==> config.mk <==
export PLATFORM = sky130hd
export DESIGN_NAME = oc16_unit
export DESIGN_NICKNAME = d
export VERILOG_FILES = /design/src/rtl/oc16_pkg.sv /design/src/rtl/oc16_mode_dec.sv /design/src/rtl/oc16_regs.sv /design/src/rtl/oc16_match.sv /design/src/rtl/oc16_unit.sv
export SDC_FILE = /design/constraint.sdc
export NUM_CORES = 1
export LEC_CHECK = 0
export ABC_AREA = 1
export BUFFER_PORTS_ARGS = -buffer_cell sky130_fd_sc_hd__buf_2
export CAP_MARGIN = 5
export CORE_MARGIN = 2
export CORE_UTILIZATION = 50
export DETAILED_ROUTE_END_ITERATION = 6
export GPL_TIMING_DRIVEN = 0
export PLACE_DENSITY = 0.76
export REMOVE_ABC_BUFFERS = 1
export SYNTH_ARGS = -nofsm -noshare
export SYNTH_HDL_FRONTEND = slang
export SYNTH_SLANG_ARGS = --single-unit
==> constraint.sdc <==
create_clock -name clk -period 2.3 [get_ports clk]
set_clock_uncertainty 0.1 [all_clocks]
set_input_delay 0.115 -clock clk [delete_from_list [all_inputs] [get_ports clk]]
set_output_delay 0.115 -clock clk [all_outputs]
set_load 0.01 [all_outputs]
==> src/rtl/oc16_pkg.sv <==
package oc16_pkg;
  localparam int MODE_W = 4;

  localparam logic [1:0] ADDR_LO  = 2'd0;
  localparam logic [1:0] ADDR_HI  = 2'd1;
  localparam logic [1:0] ADDR_CTL = 2'd2;

  // buffering is off only in the normal and clear-on-match modes
  function automatic logic mode_buffered(input logic [MODE_W-1:0] m);
    return !(m == 4'd0 || m == 4'd4 || m == 4'd12);
  endfunction

  // the phase-and-frequency style modes take the new value at BOTTOM
  function automatic logic mode_upd_bottom(input logic [MODE_W-1:0] m);
    return (m == 4'd8 || m == 4'd9);
  endfunction
endpackage

==> src/rtl/oc16_mode_dec.sv <==
module oc16_mode_dec
  import oc16_pkg::*;
(
  input  logic [MODE_W-1:0] mode_i,
  input  logic              top_evt_i,
  input  logic              bottom_evt_i,
  output logic              buffered_o,
  output logic              commit_o
);
  logic at_bottom;

  always_comb begin
    buffered_o = mode_buffered(mode_i);
    at_bottom  = mode_upd_bottom(mode_i);
    commit_o   = buffered_o && (at_bottom ? bottom_evt_i : top_evt_i);
  end
endmodule

==> src/rtl/oc16_regs.sv <==
module oc16_regs #(
  parameter int BYTE_W = 8,
  localparam int VAL_W = 2 * BYTE_W
) (
  input  logic              clk,
  input  logic              rst_n,
  input  logic              wr_lo_i,
  input  logic              wr_hi_i,
  input  logic [BYTE_W-1:0] wr_data_i,
  input  logic              buffered_i,
  input  logic              commit_i,
  output logic [VAL_W-1:0]  active_o,
  output logic [VAL_W-1:0]  shadow_o,
  output logic [BYTE_W-1:0] stage_o
);
  function automatic logic [VAL_W-1:0] cat_bytes(input logic [BYTE_W-1:0] hi,
                                                 input logic [BYTE_W-1:0] lo);
    return {hi, lo};
  endfunction

  logic [BYTE_W-1:0] stage_q;
  logic [VAL_W-1:0]  shadow_q, active_q;
  logic [VAL_W-1:0]  wr_word;
  logic              ld_shadow, ld_active_direct;

  always_comb begin
    wr_word          = cat_bytes(stage_q, wr_data_i);
    ld_shadow        = wr_lo_i && buffered_i;
    ld_active_direct = wr_lo_i && !buffered_i;
  end

  always_ff @(posedge clk or negedge rst_n) begin
    if (!rst_n) begin
      stage_q  <= '0;
      shadow_q <= '0;
      active_q <= '0;
    end else begin
      if (wr_hi_i) stage_q <= wr_data_i;
      if (ld_shadow) shadow_q <= wr_word;
      if (ld_active_direct) active_q <= wr_word;
      else if (commit_i) active_q <= shadow_q;
    end
  end

  assign active_o = active_q;
  assign shadow_o = shadow_q;
  assign stage_o  = stage_q;


  stage_only_chk: assert property (@(posedge clk) disable iff (!rst_n)
    (wr_hi_i && !wr_lo_i && !commit_i) |=> ($stable(active_q) && $stable(shadow_q)));


  atomic_direct_chk: assert property (@(posedge clk) disable iff (!rst_n)
    (wr_lo_i && !buffered_i) |=> (active_q == {$past(stage_q), $past(wr_data_i)}));


  shadow_hold_active_chk: assert property (@(posedge clk) disable iff (!rst_n)
    (wr_lo_i && buffered_i && !commit_i) |=> $stable(active_q));


  commit_copy_chk: assert property (@(posedge clk) disable iff (!rst_n)
    (commit_i && !wr_lo_i) |=> (active_q == $past(shadow_q)));
endmodule

==> src/rtl/oc16_match.sv <==
module oc16_match #(
  parameter int VAL_W = 16
) (
  input  logic             clk,
  input  logic             rst_n,
  input  logic [VAL_W-1:0] cnt_i,
  input  logic [VAL_W-1:0] active_i,
  input  logic             force_i,
  input  logic             buffered_i,
  input  logic             flag_clr_i,
  output logic             hit_o,
  output logic             force_ok_o,
  output logic             match_o,
  output logic             flag_o
);
  logic match_q, flag_q;

  always_comb begin
    hit_o      = (cnt_i == active_i);
    force_ok_o = force_i && !buffered_i;
  end

  always_ff @(posedge clk or negedge rst_n) begin
    if (!rst_n) begin
      match_q <= 1'b0;
      flag_q  <= 1'b0;
    end else begin
      match_q <= hit_o || force_ok_o;
      if (hit_o) flag_q <= 1'b1;
      else if (flag_clr_i) flag_q <= 1'b0;
    end
  end

  assign match_o = match_q;
  assign flag_o  = flag_q;


  hit_to_match_chk: assert property (@(posedge clk) disable iff (!rst_n)
    hit_o |=> (match_o && flag_o));


  force_no_flag_chk: assert property (@(posedge clk) disable iff (!rst_n)
    (force_ok_o && !hit_o && !flag_o) |=> !flag_o);


  force_pwm_ignored_chk: assert property (@(posedge clk) disable iff (!rst_n)
    (force_i && buffered_i && !hit_o) |=> !match_o);


  flag_sticky_chk: assert property (@(posedge clk) disable iff (!rst_n)
    (flag_o && !flag_clr_i) |=> flag_o);
endmodule

==> src/rtl/oc16_unit.sv <==
module oc16_unit
  import oc16_pkg::*;
#(
  parameter int BYTE_W = 8,
  localparam int VAL_W = 2 * BYTE_W
) (
  input  logic              clk,
  input  logic              rst_n,
  input  logic [MODE_W-1:0] mode_i,
  input  logic [VAL_W-1:0]  cnt_i,
  input  logic              top_evt_i,
  input  logic              bottom_evt_i,
  input  logic              wr_en_i,
  input  logic [1:0]        wr_addr_i,
  input  logic [BYTE_W-1:0] wr_data_i,
  input  logic [1:0]        rd_addr_i,
  output logic [BYTE_W-1:0] rd_data_o,
  input  logic              force_i,
  output logic              match_o,
  output logic              flag_o,
  output logic              irq_o
);
  logic              buffered, commit;
  logic              wr_lo, wr_hi, flag_clr;
  logic [VAL_W-1:0]  active, shadow, view;
  logic [BYTE_W-1:0] stage;
  logic              hit, force_ok;

  always_comb begin
    wr_lo    = wr_en_i && (wr_addr_i == ADDR_LO);
    wr_hi    = wr_en_i && (wr_addr_i == ADDR_HI);
    flag_clr = wr_en_i && (wr_addr_i == ADDR_CTL) && wr_data_i[0];
  end

  oc16_mode_dec u_dec (
    .mode_i       (mode_i),
    .top_evt_i    (top_evt_i),
    .bottom_evt_i (bottom_evt_i),
    .buffered_o   (buffered),
    .commit_o     (commit)
  );

  oc16_regs #(.BYTE_W(BYTE_W)) u_regs (
    .clk        (clk),
    .rst_n      (rst_n),
    .wr_lo_i    (wr_lo),
    .wr_hi_i    (wr_hi),
    .wr_data_i  (wr_data_i),
    .buffered_i (buffered),
    .commit_i   (commit),
    .active_o   (active),
    .shadow_o   (shadow),
    .stage_o    (stage)
  );

  oc16_match #(.VAL_W(VAL_W)) u_match (
    .clk        (clk),
    .rst_n      (rst_n),
    .cnt_i      (cnt_i),
    .active_i   (active),
    .force_i    (force_i),
    .buffered_i (buffered),
    .flag_clr_i (flag_clr),
    .hit_o      (hit),
    .force_ok_o (force_ok),
    .match_o    (match_o),
    .flag_o     (flag_o)
  );

  // read view follows the write target of the current mode
  always_comb begin
    view = buffered ? shadow : active;
    unique case (rd_addr_i)
      ADDR_LO:  rd_data_o = view[BYTE_W-1:0];
      ADDR_HI:  rd_data_o = view[VAL_W-1:BYTE_W];
      ADDR_CTL: rd_data_o = {{(BYTE_W-1){1'b0}}, flag_o};
      default:  rd_data_o = '0;
    endcase
  end

  assign irq_o = flag_o;


  unbuffered_modes_chk: assert property (@(posedge clk) disable iff (!rst_n)
    (mode_i == 4'd0 || mode_i == 4'd4 || mode_i == 4'd12) |-> !commit);


  irq_follows_flag_chk: assert property (@(posedge clk) disable iff (!rst_n)
    irq_o == flag_o);

  // staging byte is never visible on reads
  stage_hidden_chk: assert property (@(posedge clk) disable iff (!rst_n)
    (wr_hi && rd_addr_i == ADDR_HI && !commit && !wr_lo) |=> $stable(rd_data_o) || $changed(mode_i) || $changed(rd_addr_i));

  logic unused_stage;
  assign unused_stage = ^stage ^ force_ok;
endmodule

==> results of run 1 <==
## per-layer routing
metal | global-route usage | wire length, um
met5 | 0 | 0
met4 | 0.0913 | 104
met3 | 0.0428 | 341
met2 | 0.414 | 2970
met1 | 0.277 | 2600
## worst min-delay path, cell delays in order
cell and delay (ps):
buf_2 90, inv_1 70, o21ai_0 80
## state kept, by name (all words and copies together), names as in the netlist
register,count
u_regs.stage_o,8
u_match.match_o,1
u_regs.active_o,16
u_match.flag_o,1
u_regs.shadow_o,16
## power groups by stage
stage / Combinational, mW / Sequential (mW) / Clock (mW)
after global routing: 0.609 / 1.02 / 0.532
after CTS: 0.524 / 0.995 / 0.512
after detailed placement: 0.517 / 1.01 / 0
after global placement: 0.497 / 1.00 / 0
final: 0.522 / 0.997 / 0.502
after floorplan: 0.369 / 0.984 / 0
## synth_stat cells, drive strengths merged
master and instances:
nand2 139, o21ai 57, inv 50, dfrtp 42, nor2 30, nand4 16
buf 12, o211ai 8, nand3 5, clkbuf 4
## kinds of logic after synthesis
kind of cell | Yosys count | share of synthesized area
buffers and inverters | 66 | 0.113
DFF | 42 | 0.416
and+or+nand+nor | 190 | 0.327
AOI/OAI and AO/OA | 65 | 0.144
## metrics by stage
stage	hold WS, ps	instances	instance area, um^2	worst slack, ps	util
detailed placement	211	462	2750	301	0.575
CTS	0.0202	474	2880	626	0.603
global placement	221	462	2750	358	0.575
floorplan	-281	347	2430	1000	-
global route	12.8	474	2880	471	0.603
finish	-2.71	474	2880	597	0.603
## area by class of cell
class,count,area [um^2],area share
multi-input combinational,255,1190,0.413
sequential,42,1050,0.364
timing repair buffer,52,280,0.0972
inverter,50,188,0.0651
clock buffer,7,86.3,0.0299
tap,67,83.8,0.0291
clock inverter,1,5.00,0.00174
## placed cells by master (no fill, tap or decap)
| master | instances |
|---|---|
| nor2_1 | 27 |
| clkinv_2 | 1 |
| o211ai_1 | 8 |
| nand2_4 | 2 |
| nor2_2 | 1 |
| nor2_8 | 1 |
| o21ai_1 | 1 |
| nand3_1 | 2 |
| dlygate4sd3_1 | 4 |
| nand3_4 | 1 |
| nand3_2 | 2 |
| nor2_4 | 1 |
| nand2_2 | 1 |
| nand4_1 | 16 |
| inv_2 | 1 |
| inv_1 | 49 |
| o21ai_0 | 51 |
| nand2_1 | 136 |
| o21ai_2 | 5 |
| dfrtp_1 | 42 |
| clkbuf_1 | 1 |
| clkbuf_8 | 6 |
| buf_2 | 48 |
## final timing paths
check                                          startpoint                             end  slack (ps)  cells after the start
max                                             mode_i[3]  u_regs.active_o[8]$_DFFE_PN0P_         600                      7
min                                          wr_data_i[3]  u_regs.shadow_o[3]$_DFFE_PN0P_          -3                      3
max reg2reg                u_regs.active_o[5]$_DFFE_PN0P_      u_match.flag_o$_DFFE_PN0P_        1140                      7
min reg2reg                 u_regs.stage_o[2]$_DFFE_PN0P_   u_regs.stage_o[2]$_DFFE_PN0P_         390                      2
max in group asynchronous                           rst_n  u_regs.shadow_o[1]$_DFFE_PN0P_        1120                      2
min in group asynchronous                           rst_n   u_regs.stage_o[3]$_DFFE_PN0P_         390                      2
==> impl_metrics.py, run 1 <==
metrics = {
    "worst_setup_path": {
        "setup.worst_path.end_class": "register",
        "critPathMaxFanout": 17,
        "slowest_stage": "nand3_2",
        "arrival_ps": 1850,
        "cp-start-kind": "input port",
        "crit_chain": "buf_2 -> inv_1 -> o21ai_2 -> nand3_2 -> nand3_4 -> nand2_1 -> nand2_1",
        "worst_path_most_repeated_cell": "nand2_1",
        "crit_type": "input port to register",
        "crit_family": "simple AND/OR/NAND/NOR gates",
        "critPathMaxStageDelay_ps": 540,
        "critical_path_buf_inv_count": 2,
        "cp.required_ps": 2450,
    },
    "timing": {
        "worst_pin_slew_ps": 947,
        "setup_tns_ps": 0,
        "relSlewSlack": 0.368,
        "drv_slew": 0,
        "setup_violations": 0,
        "rsz0062_at_grt": "no",
        "hold_viol": 1,
        "period_share": 0.740,
        "hold_ws_ps": -2.71,
        "fmax_mhz": 587,
        "min_period_ps": 1700,
    },
    "status": {
        "failed_checks": "hold timing",
        "status": "finished, violations left",
    },
    "logic_synthesis": {
        "ys_types": 22,
        "netlist_area_um2": 2530,
        "postSynthAreaPerCell_um2": 6.96,
        "synthTopCellsByArea": "dfrtp_1 (42%), nand2_1 (20%), o21ai_0 (10%), inv_1 (7.3%), nor2_1 (4.0%)",
        "seq_area_frac_synth": 0.416,
        "ys_ff_latch": 42,
        "yosysWarnings": 0,
        "yosys.area.top_type": "dfrtp_1",
        "synth_cells": 363,
        "yosys.area.top_type_share": 0.416,
    },
    "global_route": {
        "track_usage": 0.233,
        "grt_pass1_wl_mm": 9.80,
        "grt_max_degree": 50,
        "antenna_found_initial": 0,
        "grt_pass1_vias": 2218,
        "grt_overflow": 0,
    },
    "power_and_ir_drop": {
        "powerDensity_nw_per_um2": 700,
        "ir_worst_vdd_v": 0.000466,
        "p_clk_frac": 0.248,
        "seqPwrFrac": 0.493,
        "p_total_mw": 2.02,
        "power.leakage_nw": 1.61,
        "intPower_mw": 1.34,
        "switching_power_mw": 0.683,
        "power.share.switching": 0.338,
        "power_frac_comb": 0.258,
    },
    "clocking": {
        "root_buffer": "clkbuf_8",
        "cts_setup_buffers": 0,
        "cts.sinks": 42,
        "cts_buffers": 5,
        "clkLatencyLatePin_ps": 310,
        "cts_buffer_depth": 2,
        "cts_hold_buf": 4,
        "post_cts_resize_count": 0,
        "htree_levels": 2,
        "cts_tree": "built",
        "cts.reportedPaths.clkPinSlew_ps": 80,
    },
    "detailed_routing": {
        "routedWlPerCell_um": 12.7,
        "ant_nets": 0,
        "drc": 0,
        "vias": 2435,
        "vias_per_cell": 5.14,
        "drtIter0Drc": 158,
        "routed_wl_mm": 6.02,
        "first_pass_iters": 5,
    },
    "layout": {
        "final_nets": 444,
        "fillers": 468,
        "diodes": 0,
        "syn2layout_area_growth_pct": 14.1,
        "drive_gt1_frac": 0.172,
    },
    "die": {
        "boundaryPins": 49,
        "fp.dieW_um": 75.1,
        "initial_core_util": 0.528,
        "dieArea_um2": 5640,
        "chipHeight_um": 75.1,
        "fp.coreArea_um2": 4790,
        "rows": 25,
    },
    "place": {
        "port_buffers": 48,
        "gp_congestion": 0.782,
        "hpwl_mm": 3.93,
    },
    "min_path": {
        "min_path_type": "input port to register",
    },
    "run": {
        "maxCapViolCount": 0,
    },
}
(Power assumes the default switching activity.)
==> inputs of run 2 (changes only) <==
==> constraint.sdc (replaced) <==
create_clock -name clk -period 1.7 [get_ports clk]
set_clock_uncertainty 0.1 [all_clocks]
set_input_delay 0.085 -clock clk [delete_from_list [all_inputs] [get_ports clk]]
set_output_delay 0.085 -clock clk [all_outputs]
set_load 0.01 [all_outputs]
==> run 2 against run 1 <==
Against the previous run: the run now ends clean; first-iteration DRC count is 12% higher; total power is 36% higher; register-to-register slack worse by 600 ps; count of clock-buffer cells in the layout stayed put; via count is 1.6% higher; sequential share of layout area is 0.86 points lower; setup slack worse by 450 ps.
==> impl_metrics.py, run 2 (synthesis results as in run 1) <==
metrics = {
    "global_route": {
        "track_usage": 0.236,
        "grt_overflow": 0,
        "grt_pass1_wl_mm": 9.94,
        "grt_max_degree": 50,
        "grt_pass1_vias": 2257,
        "antenna_found_initial": 0,
    },
    "run": {
        "maxCapViolCount": 0,
    },
    "layout": {
        "syn2layout_area_growth_pct": 16.9,
        "fillers": 461,
        "stdcell_count": 480,
        "layout_commonest_cell": "nand2_1",
        "diodes": 0,
        "layout_common_cells": "nand2_1 (136), o21ai_0 (51), inv_1 (49)",
        "final_nets": 450,
        "drive_gt1_frac": 0.172,
        "final_cell_area_um2": 2950,
    },
    "place": {
        "hpwl_mm": 3.93,
        "port_buffers": 48,
        "place_area_um2": 2750,
        "dp_cells": 462,
        "gp_congestion": 0.782,
    },
    "detailed_routing": {
        "vias_per_cell": 5.15,
        "ant_nets": 0,
        "drc": 0,
        "first_pass_iters": 6,
        "routed_wl_mm": 6.21,
        "drtIter0Drc": 177,
        "routedWlPerCell_um": 12.9,
        "vias": 2474,
    },
    "worst_setup_path": {
        "rr_worst_depth": 7,
        "rr_endpoint": "u_match.match_o$_DFF_PN0_",
        "r2r_slack_ps": 540,
        "crit_end": "rd_data_o[5]",
        "cp-start-kind": "input port",
        "startpoint": "rd_addr_i[1]",
        "setup.worst_path.end_class": "primary output",
        "critPathMaxFanout": 8,
        "cp.required_ps": 1510,
        "r2r-start": "u_regs.active_o[5]$_DFFE_PN0P_",
        "arrival_ps": 1370,
        "crit_type": "input port to primary output",
    },
    "timing": {
        "min_period_ps": 1560,
        "period_share": 0.915,
        "fmax_mhz": 643,
        "drv_slew": 0,
        "rsz0062_at_grt": "no",
        "setup_violations": 0,
        "relSlewSlack": 0.368,
        "worst_pin_slew_ps": 949,
        "hold_viol": 0,
    },
    "power_and_ir_drop": {
        "ir_worst_vdd_v": 0.000632,
        "powerDensity_nw_per_um2": 932,
        "p_total_mw": 2.75,
        "power.leakage_nw": 1.63,
    },
    "die": {
        "dieArea_um2": 5640,
        "rows": 25,
        "chipHeight_um": 75.1,
        "boundaryPins": 49,
        "fp.dieW_um": 75.1,
        "initial_core_util": 0.528,
        "fp.coreArea_um2": 4790,
    },
    "clocking": {
        "cts.sinks": 42,
        "root_buffer": "clkbuf_8",
        "cts_tree": "built",
        "cts.reportedPaths.clkPinSlew_ps": 80,
        "clkLatencyLatePin_ps": 300,
        "cts_buffers": 5,
        "htree_levels": 2,
        "cts_buffer_depth": 2,
        "cts_setup_buffers": 0,
    },
    "min_path": {
        "min_path_type": "input port to register",
        "whs_path_depth": 4,
    },
    "status": {
        "status": "finished clean",
    },
}
-- run 2: worst max-delay path, stage by stage --
cell and delay [ps]:
buf_2 120, nor2_1 570, o21ai_0 180, o21ai_0 240, buf_2 170
-- run 2: area by class of cell --
class	count	area, um^2	share of cell area
Clock buffer	7	86.3	0.0292
Clock inverter	1	5.00	0.00169
Inverter	50	188	0.0635
Multi-Input combinational cell	255	1200	0.406
Sequential cell	42	1050	0.356
Tap cell	67	83.8	0.0284
Timing Repair Buffer	58	340	0.115
-- run 2: worst min-delay path by stage --
| stage | start | endpoint | slack (ps) |
|---|---|---|---|
| 2_1_floorplan | rst_n | u_match.flag_o$_DFFE_PN0P_ | -310 |
| 3_3_place_gp | rst_n | u_regs.stage_o[3]$_DFFE_PN0P_ | 190 |
| 3_5_place_dp | rst_n | u_regs.stage_o[3]$_DFFE_PN0P_ | 180 |
| 4_1_cts | wr_addr_i[1] | u_match.flag_o$_DFFE_PN0P_ | 30 |
| 5_1_grt | wr_addr_i[1] | u_match.flag_o$_DFFE_PN0P_ | 100 |
| 6_report | wr_addr_i[1] | u_match.flag_o$_DFFE_PN0P_ | 40 |
-- run 2: report_power, final --
group          switching (mW)  internal [mW]  total, mW
clock                   0.352          0.328      0.680
combinational           0.427          0.294      0.721
sequential              0.154           1.20       1.35
-- run 2: timing repair --
action | in CTS | in global routing
gates resized for setup | 0 | 2
hold buffers | 10 | 0
hold endpoints to repair | 59 | 0
endpoints found under the setup margin | 0 | 18
-- run 2: per-stage QoR --
stage	util	hold WS [ps]	setup slack, ps	setup TNS (ps)
2_1_floorplan	-	-311	431	0
3_3_place_gp	0.575	191	-212	-3330
3_5_place_dp	0.575	181	-269	-4210
4_1_cts	0.615	32.7	55.7	0
5_1_grt	0.617	96.3	58.1	0
6_report	0.617	36.4	144	0
-- run 2: metal layers --
layer | vias up | global-route usage | wire length, um
li1 | 1241 | - | -
met3 | 10 | 0.0428 | 353
met2 | 78 | 0.422 | 3070
met4 | 0 | 0.0913 | 100
met5 | - | 0 | 0
met1 | 1145 | 0.280 | 2680
